## config.mk

```make
export PLATFORM = sky130hd
export DESIGN_NAME = trio_timer
export DESIGN_NICKNAME = d
export VERILOG_FILES = /design/src/rtl/trio_timer.sv
export SDC_FILE = /design/constraint.sdc
export NUM_CORES = 1
export LEC_CHECK = 0
export BUFFER_PORTS_ARGS = -buffer_cell sky130_fd_sc_hd__buf_2
export CAP_MARGIN = 20
export CORE_MARGIN = 3
export CORE_UTILIZATION = 65
export DETAILED_ROUTE_END_ITERATION = 7
export GPL_ROUTABILITY_DRIVEN = 0
export PLACE_DENSITY = 0.82
export SLEW_MARGIN = 20
export SYNTH_ARGS = -nofsm -noshare
export SYNTH_HDL_FRONTEND = slang
export SYNTH_SLANG_ARGS = --single-unit
```

## constraint.sdc

```tcl
create_clock -name clk -period 7.6 [get_ports clk]
set_clock_uncertainty 0.15 [all_clocks]
set_input_delay 1.52 -clock clk [delete_from_list [all_inputs] [get_ports clk]]
set_output_delay 1.52 -clock clk [all_outputs]
set_load 0.05 [all_outputs]
```

## src/rtl/trio_timer.sv

```systemverilog
module trio_timer (
  input  logic       clk,
  input  logic       rst_n,
  input  logic       wr_en,
  input  logic       rd_en,
  input  logic [1:0] addr,
  input  logic [7:0] wdata,
  output logic [7:0] rdata,
  input  logic [2:0] ch_clk,
  input  logic [2:0] ch_gate,
  output logic [2:0] ch_out
);
  localparam int NCH = 3;

  function automatic logic [15:0] dec1(input logic [15:0] v, input logic b);
    logic [15:0] r;
    logic brw;
    if (!b) return v - 16'd1;
    r = v;
    brw = 1'b1;
    for (int d = 0; d < 4; d++)
      if (brw) begin
        if (r[4*d +: 4] == 4'd0) r[4*d +: 4] = 4'd9;
        else begin
          r[4*d +: 4] = r[4*d +: 4] - 4'd1;
          brw = 1'b0;
        end
      end
    return r;
  endfunction

  logic [7:0] rb [4];
  assign rb[3] = 8'h00;
  assign rdata = rb[addr];

  for (genvar i = 0; i < NCH; i++) begin : g_ch
    logic [15:0] cnt, init, olat;
    logic [2:0]  md, m;
    logic [1:0]  acc;
    logic        bcd, wflip, rflip, held, pend, trig, armed, xtra, outr, loaded, ckq, gq;

    wire tick  = ch_clk[i] & ~ckq;
    wire grise = ch_gate[i] & ~gq;
    wire gon   = ch_gate[i];
    wire sel_c = wr_en && addr == 2'd3 && wdata[7:6] == 2'(i);
    wire sel_w = wr_en && addr == 2'(i);
    wire sel_r = rd_en && addr == 2'(i);
    wire [15:0] nxt  = dec1(cnt, bcd);
    wire [15:0] nxt2 = dec1(nxt, bcd);
    wire [15:0] even = {init[15:1], 1'b0};
    wire [15:0] src  = held ? olat : cnt;

    assign m = (md[2] & md[1]) ? {1'b0, md[1:0]} : md;
    assign rb[i] = (acc == 2'd2 || (acc == 2'd3 && rflip)) ? src[15:8] : src[7:0];
    assign ch_out[i] = outr;

    always_ff @(posedge clk) begin
      if (!rst_n) begin
        cnt <= '0; init <= '0; olat <= '0;
        md <= '0; acc <= 2'd3; bcd <= 1'b0;
        wflip <= 1'b0; rflip <= 1'b0; held <= 1'b0; pend <= 1'b0;
        trig <= 1'b0; armed <= 1'b0; xtra <= 1'b0; outr <= 1'b0;
        loaded <= 1'b0; ckq <= 1'b0; gq <= 1'b0;
      end else begin
        ckq <= ch_clk[i];
        gq  <= ch_gate[i];

        if (grise && loaded) begin
          if (m == 3'd1 || m == 3'd5) trig <= 1'b1;
          if (m == 3'd2 || m == 3'd3) pend <= 1'b1;
        end
        if (!gon && (m == 3'd2 || m == 3'd3)) outr <= 1'b1;

        if (tick && loaded) begin
          case (m)
            3'd0: if (gon) begin
              if (pend) begin
                cnt <= init; pend <= 1'b0;
              end else begin
                cnt <= nxt;
                if (cnt == 16'd1) outr <= 1'b1;
              end
            end
            3'd1, 3'd5: begin
              if (trig) begin
                cnt <= init; trig <= 1'b0; armed <= 1'b1;
                outr <= (m == 3'd5);
              end else begin
                cnt <= nxt;
                if (m == 3'd5 && !outr) outr <= 1'b1;
                if (armed && cnt == 16'd1) begin
                  armed <= 1'b0;
                  outr <= (m == 3'd1);
                end
              end
            end
            3'd2: if (gon) begin
              if (pend || cnt == 16'd1) begin
                cnt <= init; pend <= 1'b0; outr <= 1'b1;
              end else begin
                cnt <= nxt;
                if (cnt == 16'd2) outr <= 1'b0;
              end
            end
            3'd3: if (gon) begin
              if (pend) begin
                cnt <= even; outr <= 1'b1; xtra <= 1'b0; pend <= 1'b0;
              end else if (xtra) begin
                xtra <= 1'b0; outr <= 1'b0; cnt <= even;
              end else if (cnt == 16'd2) begin
                if (outr && init[0]) begin
                  xtra <= 1'b1; cnt <= '0;
                end else begin
                  outr <= ~outr; cnt <= even;
                end
              end else cnt <= nxt2;
            end
            3'd4: if (gon) begin
              if (pend) begin
                cnt <= init; pend <= 1'b0; armed <= 1'b1;
              end else begin
                cnt <= nxt;
                if (!outr) outr <= 1'b1;
                if (armed && cnt == 16'd1) begin
                  armed <= 1'b0; outr <= 1'b0;
                end
              end
            end
            default: ;
          endcase
        end

        if (sel_c) begin
          if (wdata[5:4] == 2'd0) begin
            if (!held) begin
              held <= 1'b1; olat <= cnt;
            end
          end else begin
            acc <= wdata[5:4]; md <= wdata[3:1]; bcd <= wdata[0];
            wflip <= 1'b0; rflip <= 1'b0; held <= 1'b0; loaded <= 1'b0;
            pend <= 1'b0; trig <= 1'b0; armed <= 1'b0; xtra <= 1'b0;
            outr <= (wdata[3:1] != 3'd0);
          end
        end

        if (sel_w) begin
          if (acc == 2'd1) init <= {8'h00, wdata};
          else if (acc == 2'd2) init <= {wdata, 8'h00};
          else if (!wflip) init[7:0] <= wdata;
          else init[15:8] <= wdata;
          if (acc == 2'd3) wflip <= ~wflip;
          if (acc != 2'd3 || wflip) begin
            loaded <= 1'b1;
            trig <= 1'b0;
            if (m == 3'd0 || m == 3'd2 || m == 3'd3 || m == 3'd4) pend <= 1'b1;
            if (m == 3'd0) outr <= 1'b0;
          end
        end

        if (sel_r) begin
          if (acc == 2'd3) rflip <= ~rflip;
          if (held && (acc != 2'd3 || rflip)) held <= 1'b0;
        end
      end
    end
  end
endmodule

```

==> impl_metrics.tcl <==
set metrics [dict create \
    clockBufferDepth 2 \
    slew_viol_final 0 \
    timing.final.ws_setup_ps 2720 \
    die_w_microns 158 \
    fmax_mhz 205 \
    r2r_cells 13 \
    cts.repair.resized 0 \
    tns_ps 0 \
    power_mw 2.23 \
    syn_avg_cell_area_sq_um 7.32 \
    postSynthCellCount 2040 \
    regArea_sq_um 3900 \
    routed_wl_microns 48200 \
    numCtsBuffers 17 \
    io_pins 31 \
    post_cts_buffers 0 \
    grt-busiest-layer "met2" \
    wire_per_inst_microns 21.7 \
    fin_crit_sh_pct 64.2 \
    cpLargestDelayFamily "simple AND/OR/NAND/NOR gates" \
    hold_path_class "flop to flop" \
    p_switching_mw 0.669 \
    netlist-cell-type-count 97 \
    power.leakage_nw 5.42 \
    async_reset_ff_share_pct 0 \
    crit_type "input pin to output port" \
    grt_pass1_vias 14600 \
    multi_input_area_sq_um 10200 \
    swShare_pct 29.9 \
    insertion_delay_ps 450 \
    cpPeakStageDelay_ps 770 \
    root_buffer "clkbuf_16" \
    worstSetupEndpointType "output port" \
    cts_max_level 4 \
    power_per_cell_area_nw_per_um2 144 \
    r2r-end "g_ch[1].cnt[8]" \
    post-place-ws_ps 2830 \
    die_height_microns 158 \
    layout-drive-gt1-share_pct 8.59 \
    n_fill_cell 1812 \
    outcome "finished, final reports clean" \
    drc_errors 0 \
    drt-pass1-iter-count 7 \
    ys_warn_count 0 \
    cp_slowest_cell "nor2b_1" \
    ant_nets 0 \
    min_to "g_ch[1].olat[1]" \
    port_buffers 30 \
    synth-seq-cells 195 \
    finalSetupViolations 0 \
    grt_pass1_wl_microns 76800 \
    dieArea_sq_um 24800 \
    num-nets-final 1980 \
    core_sq_um 22200 \
    vias_per_cell 7.26 \
    whs_path_depth 2 \
    worst-path-buf-inv 2 \
    yosysSeqAreaShare_pct 26.2 \
    overflow 0 \
    p_comb_share_pct 9.4 \
    antenna_found_initial 2 \
    rsz0062_at_grt "false" \
    synth_edf_count 0 \
    power_frac_seq_pct 47.1 \
    crit_arrival_ps 3210 \
    vdd_drop_max_v 0.000145 \
    rows 54 \
    cp_max_fo 14 \
    met1_usage_pct 52.2 \
    synth_nets 2090 \
    final_area_sq_um 15500 \
    pwr-share-clk_pct 43.5 \
    p_int_mw 1.56 \
    maxCapViolCount 0 \
    required_ps 5930 \
    hpwl_microns 33500 \
    start_kind "input pin" \
    synthFlopType "dfxtp_1" \
    cts_tree "yes" \
    worst_pin_slew_ps 1120 \
    syn_area_sq_um 14900 \
    drtIter0Drc 2562 \
    rr_startpoint "g_ch[1].cnt[0]" \
    area_growth_pct 3.71 \
    cts_sinks 195 \
    min_period_ps 4880 \
    hold_viol 0 \
    postPlaceCellArea_sq_um 14800 \
    ff2ff_setup_slack_ps 3050 \
    met2_usage_pct 56.9 \
    postCtsHoldBufs 0 \
    clk_pin_slew_ps 90 \
    grt_max_degree 69 \
    dr_total_vias 16100 \
    crit_path_frequent_cell "buf_2" \
    grt_util_met3_pct 8.69 \
    path_cells "buf_2, nor2b_1, nand2_1, o21ai_0, buf_2" \
    track_usage_pct 38.2 \
    hold_start "g_ch[1].olat[1]" \
    relSlewSlack_pct 24.9 \
    start_util_pct 67.4 \
]
==> synthesized netlist by cell type (8+ instances only) <==
cell,count,area (sq um)
or4_1,16,120
a211oi_1,14,105
mux2_2,20,225
or2_2,19,119
a21oi_1,205,1030
nand2_1,329,1230
nand2b_1,19,119
o21a_1,9,67.6
nand4_1,25,156
nor2_1,130,488
a31oi_1,14,87.6
a21o_1,11,82.6
and2_1,18,113
o31ai_1,9,67.6
xor2_1,20,175
and3_1,8,50.1
or3_1,20,125
clkbuf_1,152,571
ha_1,30,375
nor4_1,28,175
mux2i_1,52,521
o22ai_1,12,75.1
nand3b_1,8,60.1
dfxtp_1,195,3900
o221ai_1,16,140
nand3_1,124,621
nor3_1,53,265
a221oi_1,31,272
xnor2_1,34,298
nor2b_1,14,87.6
a221o_1,12,120
nor3b_1,8,60.1
o211ai_1,33,248
o31a_1,11,96.3
mux4_2,23,518
inv_1,34,128
o21ai_0,118,591
==> worst register-to-register path: stages (launching register included) <==
cell	delay [ps]
dfxtp_1	450
inv_1	140
ha_1	340
nor3b_2	640
nand2_1	290
nand2b_1	220
ha_1	220
nor2b_1	250
nand2_1	150
nor4_1	780
nand3_1	210
a21oi_1	220
o21ai_0	120
a221oi_1	270
==> worst max path at each step <==
stage          endpoint  depth (start not counted)    start
2_1_floorplan  rdata[0]                          3  addr[1]
3_3_place_gp   rdata[6]                          5  addr[0]
3_5_place_dp   rdata[6]                          5  addr[0]
4_1_cts        rdata[6]                          5  addr[0]
5_1_grt        rdata[6]                          5  addr[0]
6_report       rdata[6]                          5  addr[0]
==> stage by stage <==
step | instances | utilization [%] | hold slack (ps)
after floorplan | 2040 | - | 282
after global placement | 2191 | 67.0 | 287
after detailed placement | 2191 | 67.0 | 296
after CTS | 2223 | 69.8 | 308
after global routing | 2224 | 69.9 | 322
final | 2224 | 69.9 | 308
==> flip-flops by register name, indices dropped and copies added, names as in the netlist, 6 cells and up <==
register	flops
g_ch.md	9
g_ch.olat	48
g_ch.init	48
g_ch.acc	6
g_ch.cnt	48
==> layout by cell type, fill, tap and decap left out, types with 20 or more instances in the layout <==
master,count
a21oi_1,205
a221oi_1,31
buf_2,30
dfxtp_1,195
ha_1,30
inv_1,34
mux2_2,20
mux2i_1,52
mux4_2,23
nand2_1,329
nand3_1,124
nand4_1,25
nor2_1,129
nor3_1,53
nor4_1,28
o211ai_1,33
o21ai_0,118
or3_1,20
xnor2_1,34
xor2_1,20
==> kinds of logic after synthesis <==
family	after synthesis	synth area share [%]
buffers and inverters	209	5.46
xor gates and xnor gates	54	3.17
AOI/OAI and AO/OA	598	26.1
adders and majority gates	30	2.51
muxes	96	8.64
DFF	195	26.2
and+or+nand+nor	858	28.0
==> routing by layer <==
layer,part of all wire [%],wire length (microns)
met1,39,18700
met2,43,20600
met3,13,6330
met4,5.2,2490
met5,0.027,13
==> power groups by stage <==
| stage | logic [mW] | clock network, mW | registers [mW] |
|---|---|---|---|
| floorplan | 0.155 | 0 | 1.06 |
| global placement | 0.198 | 0 | 1.07 |
| detailed placement | 0.201 | 0 | 1.07 |
| CTS | 0.203 | 0.970 | 1.05 |
| global route | 0.226 | 1.01 | 1.05 |
| finish | 0.211 | 0.971 | 1.05 |
==> cell type report <==
class	instances	area share, %
flip-flops and latches	195	25.2
diodes	1	0.0162
repair buffers	41	1.50
well taps	280	2.26
multi-input cells	1636	66.0
clock inverters	15	1.34
clock buffers	17	2.75
inverters	39	0.962
Power figures use the tool's default switching activity.
